[src/rtl/deskew_pkg.sv]
package deskew_pkg;
  typedef enum logic [3:0] {
    ST_IDLE, ST_COLLECT, ST_TAPW, ST_CLR, ST_BITW,
    ST_STB, ST_EST, ST_ESTW, ST_NEXT, ST_DONE
  } dsk_state_e;
  localparam int RES_OK_BIT   = 25;
  localparam int FALLBACK_PS  = 12;
  localparam int TAP_NUM      = 15625;
endpackage

[src/rtl/dsk_lane_stats.sv]
module dsk_lane_stats #(
  parameter int BITS  = 8,
  parameter int VW    = 5,
  parameter int BIT_W = 3
) (
  input  logic             clk,
  input  logic             rst_n,
  input  logic             init,
  input  logic             upd,
  input  logic             second,
  input  logic             wok,
  input  logic [BIT_W-1:0] wbit,
  input  logic [VW-1:0]    wval,
  input  logic [BIT_W-1:0] rd_bit,
  output logic [VW-1:0]    rd_val,
  output logic [VW-1:0]    min_o,
  output logic [VW-1:0]    max_o
);
  localparam logic [VW-1:0] TOP = '1;

  logic [VW-1:0] val_q [BITS];
  logic [VW-1:0] val_d [BITS];
  logic [VW-1:0] min_q, min_d, max_q, max_d;
  logic          en;

  assign en = init | upd;

  always_comb begin
    val_d = val_q;
    min_d = min_q;
    max_d = max_q;
    if (init) begin
      for (int i = 0; i < BITS; i++) val_d[i] = '0;
      min_d = TOP;
      max_d = '0;
    end else if (upd) begin
      if (wok) begin
        val_d[wbit] = wval;
        if (wval < min_q) min_d = wval;
        if (wval > max_q) max_d = wval;
      end else if (second) begin
        val_d[wbit] = TOP;
        max_d       = TOP;
      end
    end
  end

  always_ff @(posedge clk or negedge rst_n) begin
    if (!rst_n) begin
      for (int i = 0; i < BITS; i++) val_q[i] <= '0;
      min_q <= TOP;
      max_q <= '0;
    end else if (en) begin
      val_q <= val_d;
      min_q <= min_d;
      max_q <= max_d;
    end
  end

  assign rd_val = val_q[rd_bit];
  assign min_o  = min_q;
  assign max_o  = max_q;

  AST_INIT_VALUES: assert property (@(posedge clk) disable iff (!rst_n)
    init |=> (min_o == TOP && max_o == '0));
  AST_FIRST_FAIL_DROP: assert property (@(posedge clk) disable iff (!rst_n)
    (upd && !init && !wok && !second) |=> ($stable(min_o) && $stable(max_o)));
  AST_SECOND_FAIL_MAX: assert property (@(posedge clk) disable iff (!rst_n)
    (upd && !init && !wok && second) |=> (max_o == TOP));
endmodule

[src/rtl/dsk_divider.sv]
module dsk_divider #(
  parameter int NW = 20,
  parameter int DW = 12
) (
  input  logic          clk,
  input  logic          rst_n,
  input  logic          go,
  input  logic [NW-1:0] num,
  input  logic [DW-1:0] den,
  output logic          busy,
  output logic          fin,
  output logic [NW-1:0] quo
);
  localparam int CNT_W = $clog2(NW + 1);

  logic [DW:0]    rem_q, rem_d, trial, diff;
  logic [NW-1:0]  quo_q, quo_d;
  logic [DW-1:0]  den_q, den_d;
  logic [CNT_W-1:0] cnt_q, cnt_d;
  logic           busy_q, busy_d, fin_q, fin_d;

  assign trial = {rem_q[DW-1:0], quo_q[NW-1]};
  assign diff  = trial - {1'b0, den_q};

  always_comb begin
    rem_d  = rem_q;
    quo_d  = quo_q;
    den_d  = den_q;
    cnt_d  = cnt_q;
    busy_d = busy_q;
    fin_d  = 1'b0;
    if (go) begin
      rem_d  = '0;
      quo_d  = num;
      den_d  = den;
      cnt_d  = CNT_W'(NW);
      busy_d = 1'b1;
    end else if (busy_q) begin
      if (trial >= {1'b0, den_q}) begin
        rem_d = diff;
        quo_d = {quo_q[NW-2:0], 1'b1};
      end else begin
        rem_d = trial;
        quo_d = {quo_q[NW-2:0], 1'b0};
      end
      cnt_d = cnt_q - 1'b1;
      if (cnt_q == CNT_W'(1)) begin
        busy_d = 1'b0;
        fin_d  = 1'b1;
      end
    end
  end

  always_ff @(posedge clk or negedge rst_n) begin
    if (!rst_n) begin
      rem_q  <= '0;
      quo_q  <= '0;
      den_q  <= '0;
      cnt_q  <= '0;
      busy_q <= 1'b0;
      fin_q  <= 1'b0;
    end else begin
      rem_q  <= rem_d;
      quo_q  <= quo_d;
      den_q  <= den_d;
      cnt_q  <= cnt_d;
      busy_q <= busy_d;
      fin_q  <= fin_d;
    end
  end

  assign busy = busy_q;
  assign fin  = fin_q;
  assign quo  = quo_q;

  AST_GO_BUSY: assert property (@(posedge clk) disable iff (!rst_n)
    go |=> busy);
  AST_REM_BELOW_DEN: assert property (@(posedge clk) disable iff (!rst_n)
    fin |-> (rem_q < {1'b0, den_q}));
endmodule

[src/rtl/deskew_norm.sv]
module deskew_norm
  import deskew_pkg::*;
#(
  parameter int LANES     = 2,
  parameter int BITS      = 8,
  parameter int VW        = 5,
  parameter int CW        = 6,
  parameter int FREQ_W    = 12,
  parameter int CS_NUM    = 4,
  parameter int ADDR_W    = 8,
  parameter int NW        = 20,
  parameter int RX_BASE   = 'h50,
  parameter int TX_BASE   = 'h10,
  parameter int STB_OFF   = 4,
  parameter int CS_STRIDE = 16,
  localparam int LANE_W = (LANES > 1) ? $clog2(LANES) : 1,
  localparam int BIT_W  = $clog2(BITS),
  localparam int SLOTS  = BITS + 4,
  localparam int PW     = $clog2(SLOTS),
  localparam int CS_W   = $clog2(CS_NUM)
) (
  input  logic                     clk,
  input  logic                     rst_n,
  input  logic                     start,
  input  logic                     finish,
  input  logic                     mode_tx,
  input  logic [CS_W-1:0]          cs_sel,
  input  logic [FREQ_W-1:0]        freq_mhz,
  input  logic [LANES-1:0]         lane_lock,
  input  logic [LANES*CW-1:0]      crs_min,
  input  logic [LANES*CW-1:0]      crs_max,
  input  logic [LANES*BITS*PW-1:0] pad_map,
  input  logic                     res_valid,
  input  logic                     res_second,
  input  logic [LANE_W-1:0]        res_lane,
  input  logic [BIT_W-1:0]         res_bit,
  input  logic [31:0]              res_word,
  output logic                     wr_en,
  output logic [ADDR_W-1:0]        wr_addr,
  output logic [VW-1:0]            wr_data,
  output logic                     step_vld,
  output logic [LANE_W-1:0]        step_lane,
  output logic [NW-1:0]            step_ps,
  output logic [LANES*VW-1:0]      rx_strobe,
  output logic                     if_fail,
  output logic                     done
);
  localparam int DEN_W = (FREQ_W > VW) ? FREQ_W : VW;
  localparam logic [PW-1:0] LAST_SLOT = PW'(SLOTS - 1);
  localparam logic [PW-1:0] LAST_BIT  = PW'(BITS - 1);

  dsk_state_e state_q, state_d;
  logic [LANE_W-1:0] lane_q, lane_d;
  logic [PW-1:0]     idx_q, idx_d;
  logic              mode_q, mode_d;
  logic [CS_W-1:0]   cs_q, cs_d;
  logic [LANES-1:0]  lock_q, lock_d;
  logic [NW-1:0]     tap_q, tap_d;
  logic              fail_q, fail_d;
  logic              wr_en_q, wr_en_d;
  logic [ADDR_W-1:0] wr_addr_q, wr_addr_d;
  logic [VW-1:0]     wr_data_q, wr_data_d;
  logic              step_vld_q, step_vld_d;
  logic [LANE_W-1:0] step_lane_q, step_lane_d;
  logic [NW-1:0]     step_ps_q, step_ps_d;
  logic [VW-1:0]     rx_stb_q [LANES*CS_NUM];
  logic [VW-1:0]     rx_stb_d [LANES*CS_NUM];

  // Per-lane statistics
  logic [VW-1:0] min_a [LANES];
  logic [VW-1:0] max_a [LANES];
  logic [VW-1:0] rdv_a [LANES];
  logic          init_stats;

  assign init_stats = start && (state_q == ST_IDLE || state_q == ST_DONE);

  for (genvar l = 0; l < LANES; l++) begin : g_lane
    logic upd_l;
    assign upd_l = res_valid && (state_q == ST_COLLECT) && (res_lane == LANE_W'(l));
    dsk_lane_stats #(.BITS(BITS), .VW(VW), .BIT_W(BIT_W)) u_stats (
      .clk    (clk),
      .rst_n  (rst_n),
      .init   (init_stats),
      .upd    (upd_l),
      .second (res_second),
      .wok    (res_word[RES_OK_BIT]),
      .wbit   (res_bit),
      .wval   (res_word[VW-1:0]),
      .rd_bit (idx_q[BIT_W-1:0]),
      .rd_val (rdv_a[l]),
      .min_o  (min_a[l]),
      .max_o  (max_a[l])
    );
    assign rx_strobe[l*VW +: VW] = rx_stb_q[l*CS_NUM + int'(cs_sel)];
  end

  logic unused_word;
  assign unused_word = ^{res_word[31:RES_OK_BIT+1], res_word[RES_OK_BIT-1:VW]};

  // Current-lane datapath
  logic              lock_cur;
  logic [VW-1:0]     eff_min, eff_max, spread, half;
  logic [PW-1:0]     pad_cur;
  logic [CW-1:0]     crs_span;
  logic [ADDR_W-1:0] row_base;
  logic [CW+NW-1:0]  prod;
  logic              unused_prod;

  assign lock_cur = lock_q[lane_q];
  assign eff_min  = lock_cur ? min_a[lane_q] : '0;
  assign eff_max  = lock_cur ? max_a[lane_q] : '0;
  assign spread   = eff_max - eff_min;
  assign half     = spread >> 1;
  assign pad_cur  = pad_map[(int'(lane_q)*BITS + int'(idx_q[BIT_W-1:0]))*PW +: PW];
  assign crs_span = crs_max[int'(lane_q)*CW +: CW] - crs_min[int'(lane_q)*CW +: CW];
  assign row_base = ADDR_W'(mode_q ? TX_BASE : RX_BASE) + ADDR_W'(CS_STRIDE * int'(cs_q));
  assign prod     = {{NW{1'b0}}, crs_span} * {{CW{1'b0}}, tap_q};
  assign unused_prod = ^prod[CW+NW-1:NW];

  // Shared divider
  logic             div_go, div_fin, div_busy_unused;
  logic [NW-1:0]    div_num, div_quo;
  logic [DEN_W-1:0] div_den;

  dsk_divider #(.NW(NW), .DW(DEN_W)) u_div (
    .clk   (clk),
    .rst_n (rst_n),
    .go    (div_go),
    .num   (div_num),
    .den   (div_den),
    .busy  (div_busy_unused),
    .fin   (div_fin),
    .quo   (div_quo)
  );

  // Next-state logic
  always_comb begin
    state_d     = state_q;
    lane_d      = lane_q;
    idx_d       = idx_q;
    mode_d      = mode_q;
    cs_d        = cs_q;
    lock_d      = lock_q;
    tap_d       = tap_q;
    fail_d      = fail_q;
    wr_en_d     = 1'b0;
    wr_addr_d   = wr_addr_q;
    wr_data_d   = wr_data_q;
    step_vld_d  = 1'b0;
    step_lane_d = step_lane_q;
    step_ps_d   = step_ps_q;
    rx_stb_d    = rx_stb_q;
    div_go      = 1'b0;
    div_num     = NW'(TAP_NUM);
    div_den     = DEN_W'(freq_mhz);
    case (state_q)
      ST_IDLE, ST_DONE: begin
        if (start) begin
          state_d = ST_COLLECT;
          fail_d  = 1'b0;
        end
      end
      ST_COLLECT: begin
        if (finish) begin
          mode_d  = mode_tx;
          cs_d    = cs_sel;
          lock_d  = lane_lock;
          fail_d  = ~&lane_lock;
          div_go  = 1'b1;
          state_d = ST_TAPW;
        end
      end
      ST_TAPW: begin
        if (div_fin) begin
          tap_d   = div_quo;
          lane_d  = '0;
          idx_d   = '0;
          state_d = ST_CLR;
        end
      end
      ST_CLR: begin
        wr_en_d   = 1'b1;
        wr_addr_d = row_base + ADDR_W'(idx_q);
        wr_data_d = '0;
        if (idx_q == LAST_SLOT) begin
          idx_d   = '0;
          state_d = ST_BITW;
        end else begin
          idx_d = idx_q + 1'b1;
        end
      end
      ST_BITW: begin
        wr_en_d   = 1'b1;
        wr_addr_d = row_base + ADDR_W'(pad_cur);
        wr_data_d = lock_cur ? (rdv_a[lane_q] - eff_min) : '0;
        if (idx_q == LAST_BIT) begin
          idx_d   = '0;
          state_d = ST_STB;
        end else begin
          idx_d = idx_q + 1'b1;
        end
      end
      ST_STB: begin
        if (mode_q) begin
          wr_en_d   = 1'b1;
          wr_addr_d = row_base + ADDR_W'(STB_OFF) + ADDR_W'(idx_q);
          wr_data_d = half;
          if (idx_q == PW'(1)) begin
            idx_d   = '0;
            state_d = ST_EST;
          end else begin
            idx_d = idx_q + 1'b1;
          end
        end else begin
          rx_stb_d[int'(lane_q)*CS_NUM + int'(cs_q)] = half;
          state_d = ST_EST;
        end
      end
      ST_EST: begin
        if (spread == '0) begin
          step_vld_d  = 1'b1;
          step_lane_d = lane_q;
          step_ps_d   = NW'(FALLBACK_PS);
          state_d     = ST_NEXT;
        end else begin
          div_go  = 1'b1;
          div_num = prod[NW-1:0];
          div_den = DEN_W'(spread);
          state_d = ST_ESTW;
        end
      end
      ST_ESTW: begin
        if (div_fin) begin
          step_vld_d  = 1'b1;
          step_lane_d = lane_q;
          step_ps_d   = div_quo;
          state_d     = ST_NEXT;
        end
      end
      ST_NEXT: begin
        idx_d = '0;
        if (lane_q == LANE_W'(LANES - 1)) begin
          state_d = ST_DONE;
        end else begin
          lane_d  = lane_q + 1'b1;
          state_d = ST_CLR;
        end
      end
      default: state_d = ST_IDLE;
    endcase
  end

  // Registers
  always_ff @(posedge clk or negedge rst_n) begin
    if (!rst_n) begin
      state_q     <= ST_IDLE;
      lane_q      <= '0;
      idx_q       <= '0;
      mode_q      <= 1'b0;
      cs_q        <= '0;
      lock_q      <= '0;
      tap_q       <= '0;
      fail_q      <= 1'b0;
      wr_en_q     <= 1'b0;
      wr_addr_q   <= '0;
      wr_data_q   <= '0;
      step_vld_q  <= 1'b0;
      step_lane_q <= '0;
      step_ps_q   <= '0;
      for (int i = 0; i < LANES*CS_NUM; i++) rx_stb_q[i] <= '0;
    end else begin
      state_q     <= state_d;
      lane_q      <= lane_d;
      idx_q       <= idx_d;
      mode_q      <= mode_d;
      cs_q        <= cs_d;
      lock_q      <= lock_d;
      tap_q       <= tap_d;
      fail_q      <= fail_d;
      wr_en_q     <= wr_en_d;
      wr_addr_q   <= wr_addr_d;
      wr_data_q   <= wr_data_d;
      step_vld_q  <= step_vld_d;
      step_lane_q <= step_lane_d;
      step_ps_q   <= step_ps_d;
      rx_stb_q    <= rx_stb_d;
    end
  end

  assign wr_en     = wr_en_q;
  assign wr_addr   = wr_addr_q;
  assign wr_data   = wr_data_q;
  assign step_vld  = step_vld_q;
  assign step_lane = step_lane_q;
  assign step_ps   = step_ps_q;
  assign if_fail   = fail_q;
  assign done      = (state_q == ST_DONE);

  AST_DONE_NO_WRITE: assert property (@(posedge clk) disable iff (!rst_n)
    done |-> !wr_en);
  AST_UNLOCKED_STEP: assert property (@(posedge clk) disable iff (!rst_n)
    (step_vld && !lock_q[step_lane]) |-> (step_ps == NW'(FALLBACK_PS)));
endmodule

[config.mk]
export PLATFORM = sky130hd
export DESIGN_NAME = deskew_norm
export DESIGN_NICKNAME = d
export VERILOG_FILES = /design/src/rtl/deskew_pkg.sv /design/src/rtl/dsk_lane_stats.sv /design/src/rtl/dsk_divider.sv /design/src/rtl/deskew_norm.sv
export SDC_FILE = /design/constraint.sdc
export NUM_CORES = 1
export LEC_CHECK = 0
export BUFFER_PORTS_ARGS = -buffer_cell sky130_fd_sc_hd__buf_4
export CAP_MARGIN = 15
export CORE_ASPECT_RATIO = 0.8
export CORE_MARGIN = 2
export CORE_UTILIZATION = 40
export CTS_BUF_LIST = sky130_fd_sc_hd__clkbuf_4 sky130_fd_sc_hd__clkbuf_8
export DETAILED_ROUTE_END_ITERATION = 8
export HOLD_SLACK_MARGIN = 0.08
export PLACE_DENSITY = 0.69
export SLEW_MARGIN = 10
export SYNTH_ARGS = -nofsm -noshare
export SYNTH_HDL_FRONTEND = slang
export SYNTH_SLANG_ARGS = --single-unit
[constraint.sdc]
create_clock -name clk -period 14.9 [get_ports clk]
set_input_delay 0.745 -clock clk [delete_from_list [all_inputs] [get_ports clk]]
set_output_delay 0.745 -clock clk [all_outputs]
set_load 0.05 [all_outputs]
==> flow_summary_export.csv <==
group,metric,value,unit
route,wl_per_cell,18.43,um
sta,fmax,155.5,MHz
worst_setup_path,slowest_delay,0.60,ns
clocking,cts_tree,"done",
route,ant_nets,0,
floorplanning,dieArea,43080,um^2
worst_setup_path,crit_type,"reg2reg",
global_route,grt_pass1_wl,70.66,mm
placed_design,place_hpwl,30.61,mm
pwr,leakagePower,8.805,nW
route,via_count,12770,
logic_synthesis,synthCells,1613,
worst_hold_path,hp-class,"in2async",
sta,rsz0062_at_grt,"no",
floorplanning,rows,66,
sta,finalSetupTns,0,ns
pwr,irDropWorstVdd,0.1418,mV
route,viasPerCell,5.476,
logic_synthesis,synth_largest_area_cell,"dfrtp_1",
sta,worst_pin_slew,1.179,ns
pwr,powerDensity,190.9,nW/um^2
worst_setup_path,cp-end-kind,"flop",
global_route,track_usage,20.61,%
logic_synthesis,synth.area.top_cells,"dfrtp_1 (37%), fa_1 (7.9%), mux4_2 (6.9%), ha_1 (5.7%), mux2_2 (4.6%)",
sta,drv_slew,0,
layout,nFillCells,3800,
layout,final_common_cell,"dfrtp_1",
logic_synthesis,mappedNetlistArea,16570,um^2
global_route,grt_max_degree,131,
logic_synthesis,ys_seq_area_share,38.44,%
worst_setup_path,slowest_stage,"dfrtp_2",
clocking,clockBufferDepth,3,
placed_design,io_buffers,166,
worst_setup_path,critPathLaunchType,"flop",
floorplanning,initial_core_util,40.61,%
sta,post-route-period-util,43.17,%
sta,final-hold-violation-count,0,
clocking,cts.htree.levels,2,
layout,insertedDiodeCount,0,
sta,fin_worst_skew,0.03066,ns
status,status,"completed",
worst_setup_path,cp.required,15.33,ns
worst_setup_path,cp_common_cell,"fa_1",
logic_synthesis,synth.distinct_cells,74,
route,remaining_drc_errors,0,
layout,layout.nets,2045,
logic_synthesis,ys_ff_latch,254,
global_route,grt_pass1_vias,12980,
sta,setup_viol,0,
clocking,cts_made_buffers,42,
global_route,antenna_found_initial,1,
run,drv_cap,0,
floorplanning,chipHeight,186.0,um
clocking,cts_sinks,254,
layout,synthToLayoutAreaGrowth,16.15,%
layout,drive_gt1_share,23.21,%
floorplanning,coreArea,40790,um^2
pwr,total_power,3.674,mW
logic_synthesis,async_flop_share,100.0,%
clocking,insertion_delay,0.58,ns
logic_synthesis,yosysWarnings,0,
placed_design,place_congestion,0.8418,
layout,multi_input_area,9394,um^2
route,drtIter0Drc,1018,
logic_synthesis,synth_top_area_share,36.85,%
floorplanning,io_pins,195,
route,firstDrtPassIters,5,
floorplanning,die_w,231.5,um
clocking,clk_pin_slew,0.06,ns
clocking,cts.hold.buffers_added,0,
clocking,cts_resized,0,
worst_setup_path,arrival,6.86,ns
sta,max-slew-margin-rel,21.26,%
logic_synthesis,synth_edf_count,0,
worst_setup_path,crit_path_max_fanout,14,
clocking,cts-root-buf,"clkbuf_8",
clocking,post_cts_buffers,0,
worst_setup_path,path_cells,"mux2_2 > ha_1 > nor2b_1 > o21a_1 > o211ai_1 > a21oi_1 > or2_2 > and2_1 > fa_1 > inv_1 > fa_1 > fa_1 > inv_1 > ha_1 > or3_1 > or4_1 > o211ai_1 > o21ai_0 > xnor2_1 > o21ai_0",
layout,final_cell_mix,"dfrtp_1 (242), buf_4 (183), o21ai_0 (146)",
logic_synthesis,avgSynthCellArea,10.27,um^2
global_route,grt_overflow,0,
route,routed_wl,42.98,mm
layout,seq_area,6371,um^2
logic_synthesis,synthFlopType,"dfrtp_1",
sta,fin_crit,6.433,ns
## metal layers
layer | share of wire, % | track usage (%) | routed length, um | up-vias
li1 | - | - | - | 5952
met3 | 6.0 | 3.385 | 2584 | 73
met2 | 44 | 31.10 | 18780 | 376
met4 | 2.3 | 5.641 | 1010 | 2
met1 | 48 | 30.66 | 20590 | 6367
met5 | 0.030 | 0 | 13 | -
## power by group
group / internal [mW] / switching [mW]
registers: 0.912 / 0.189
logic: 0.768 / 1.12
clock network: 0.388 / 0.295
## path summary, 6_finish.rpt
kind / startpoint / cells past startpoint / end / slack, ns
hold reg to reg: rx_stb_q[21] / 2 / rx_stb_q[21] / 0.48
setup reg to reg: lane_q / 20 / u_div.quo[18] / 8.47
hold / removal: rst_n / 1 / idx_q[1] / 0.28
min in group clk: lane_lock[1] / 2 / if_fail / 0.35
max in group asynchronous: rst_n / 3 / g_lane[1].u_stats.val_q[7] / 12.49
setup / recovery: lane_q / 20 / u_div.quo[18] / 8.47
## per-stage QoR
stage               hold slack [ns]  cells  area, um^2  util, %  setup WS, ns
CTS                          0.3277   2329       19200    47.07         8.456
finish                       0.2777   2332       19240    47.17         8.467
global placement             0.4593   2255       18280    44.81         8.388
global route                 0.3339   2332       19240    47.17         8.198
detailed placement           0.4693   2255       18280    44.81         8.387
floorplan                    0.4448   1614       16570        -         8.403
## worst max-delay path, delay by kind of cell (launching register included)
family          cells  cell delay (ns)
buf+inv             2             0.09
mux                 1             0.42
compound gates      6             1.25
fa+ha+maj           5             2.08
xor+xnor            1             0.21
simple gates        5             1.62
flops               1             0.60
## logic make-up after synthesis
group | Yosys count | synth area share [%]
other cells | 1 | 0.02263
xor+xnor | 50 | 2.930
flops | 254 | 38.44
buf+inv | 207 | 4.939
fa+ha+maj | 140 | 13.52
simple gates | 472 | 14.21
mux | 161 | 14.14
compound gates | 328 | 11.80
## state kept, by name, summed over array words and instances (netlist names), 2 cells and up
signal / cells
wr_data: 5
idx_q: 4
u_div.quo: 20
g_lane.u_stats.val_q: 80
step_ps: 20
wr_addr: 8
rx_stb_q: 32
u_div.rem_q: 12
lock_q: 2
u_div.cnt_q: 5
cs_q: 2
g_lane.u_stats.max_o: 10
tap_q: 20
state_q: 4
u_div.den_q: 12
g_lane.u_stats.min_o: 10
## cells in the mapped netlist, types with 6 or more instances
| master | instances |
|---|---|
| nor2b_1 | 19 |
| nand4_1 | 7 |
| mux2_1 | 6 |
| a21o_1 | 15 |
| o21ai_1 | 14 |
| buf_2 | 18 |
| nor3_1 | 16 |
| o21ai_0 | 146 |
| nand3_1 | 107 |
| xnor2_1 | 34 |
| mux4_2 | 51 |
| clkbuf_1 | 59 |
| dfrtp_1 | 244 |
| mux2i_1 | 36 |
| o31ai_1 | 6 |
| dfstp_2 | 10 |
| xor2_1 | 12 |
| nand2_1 | 145 |
| a22o_1 | 19 |
| nor2_1 | 63 |
| ha_1 | 75 |
| mux2_2 | 68 |
| inv_1 | 118 |
| o21a_1 | 13 |
| and3_1 | 21 |
| o211ai_1 | 9 |
| and2_1 | 45 |
| fa_1 | 65 |
| a31oi_1 | 6 |
| nand2b_1 | 12 |
| a21oi_1 | 60 |
## cell type report
| class | instances | area share (%) |
|---|---|---|
| Inverter | 121 | 2.360 |
| Clock inverter | 8 | 0.5072 |
| Multi-Input combinational cell | 1153 | 48.82 |
| Timing Repair Buffer | 186 | 7.373 |
| Tap cell | 544 | 3.537 |
| Clock buffer | 66 | 4.298 |
| Sequential cell | 254 | 33.11 |
No activity file was read; power rests on OpenSTA's default activity.
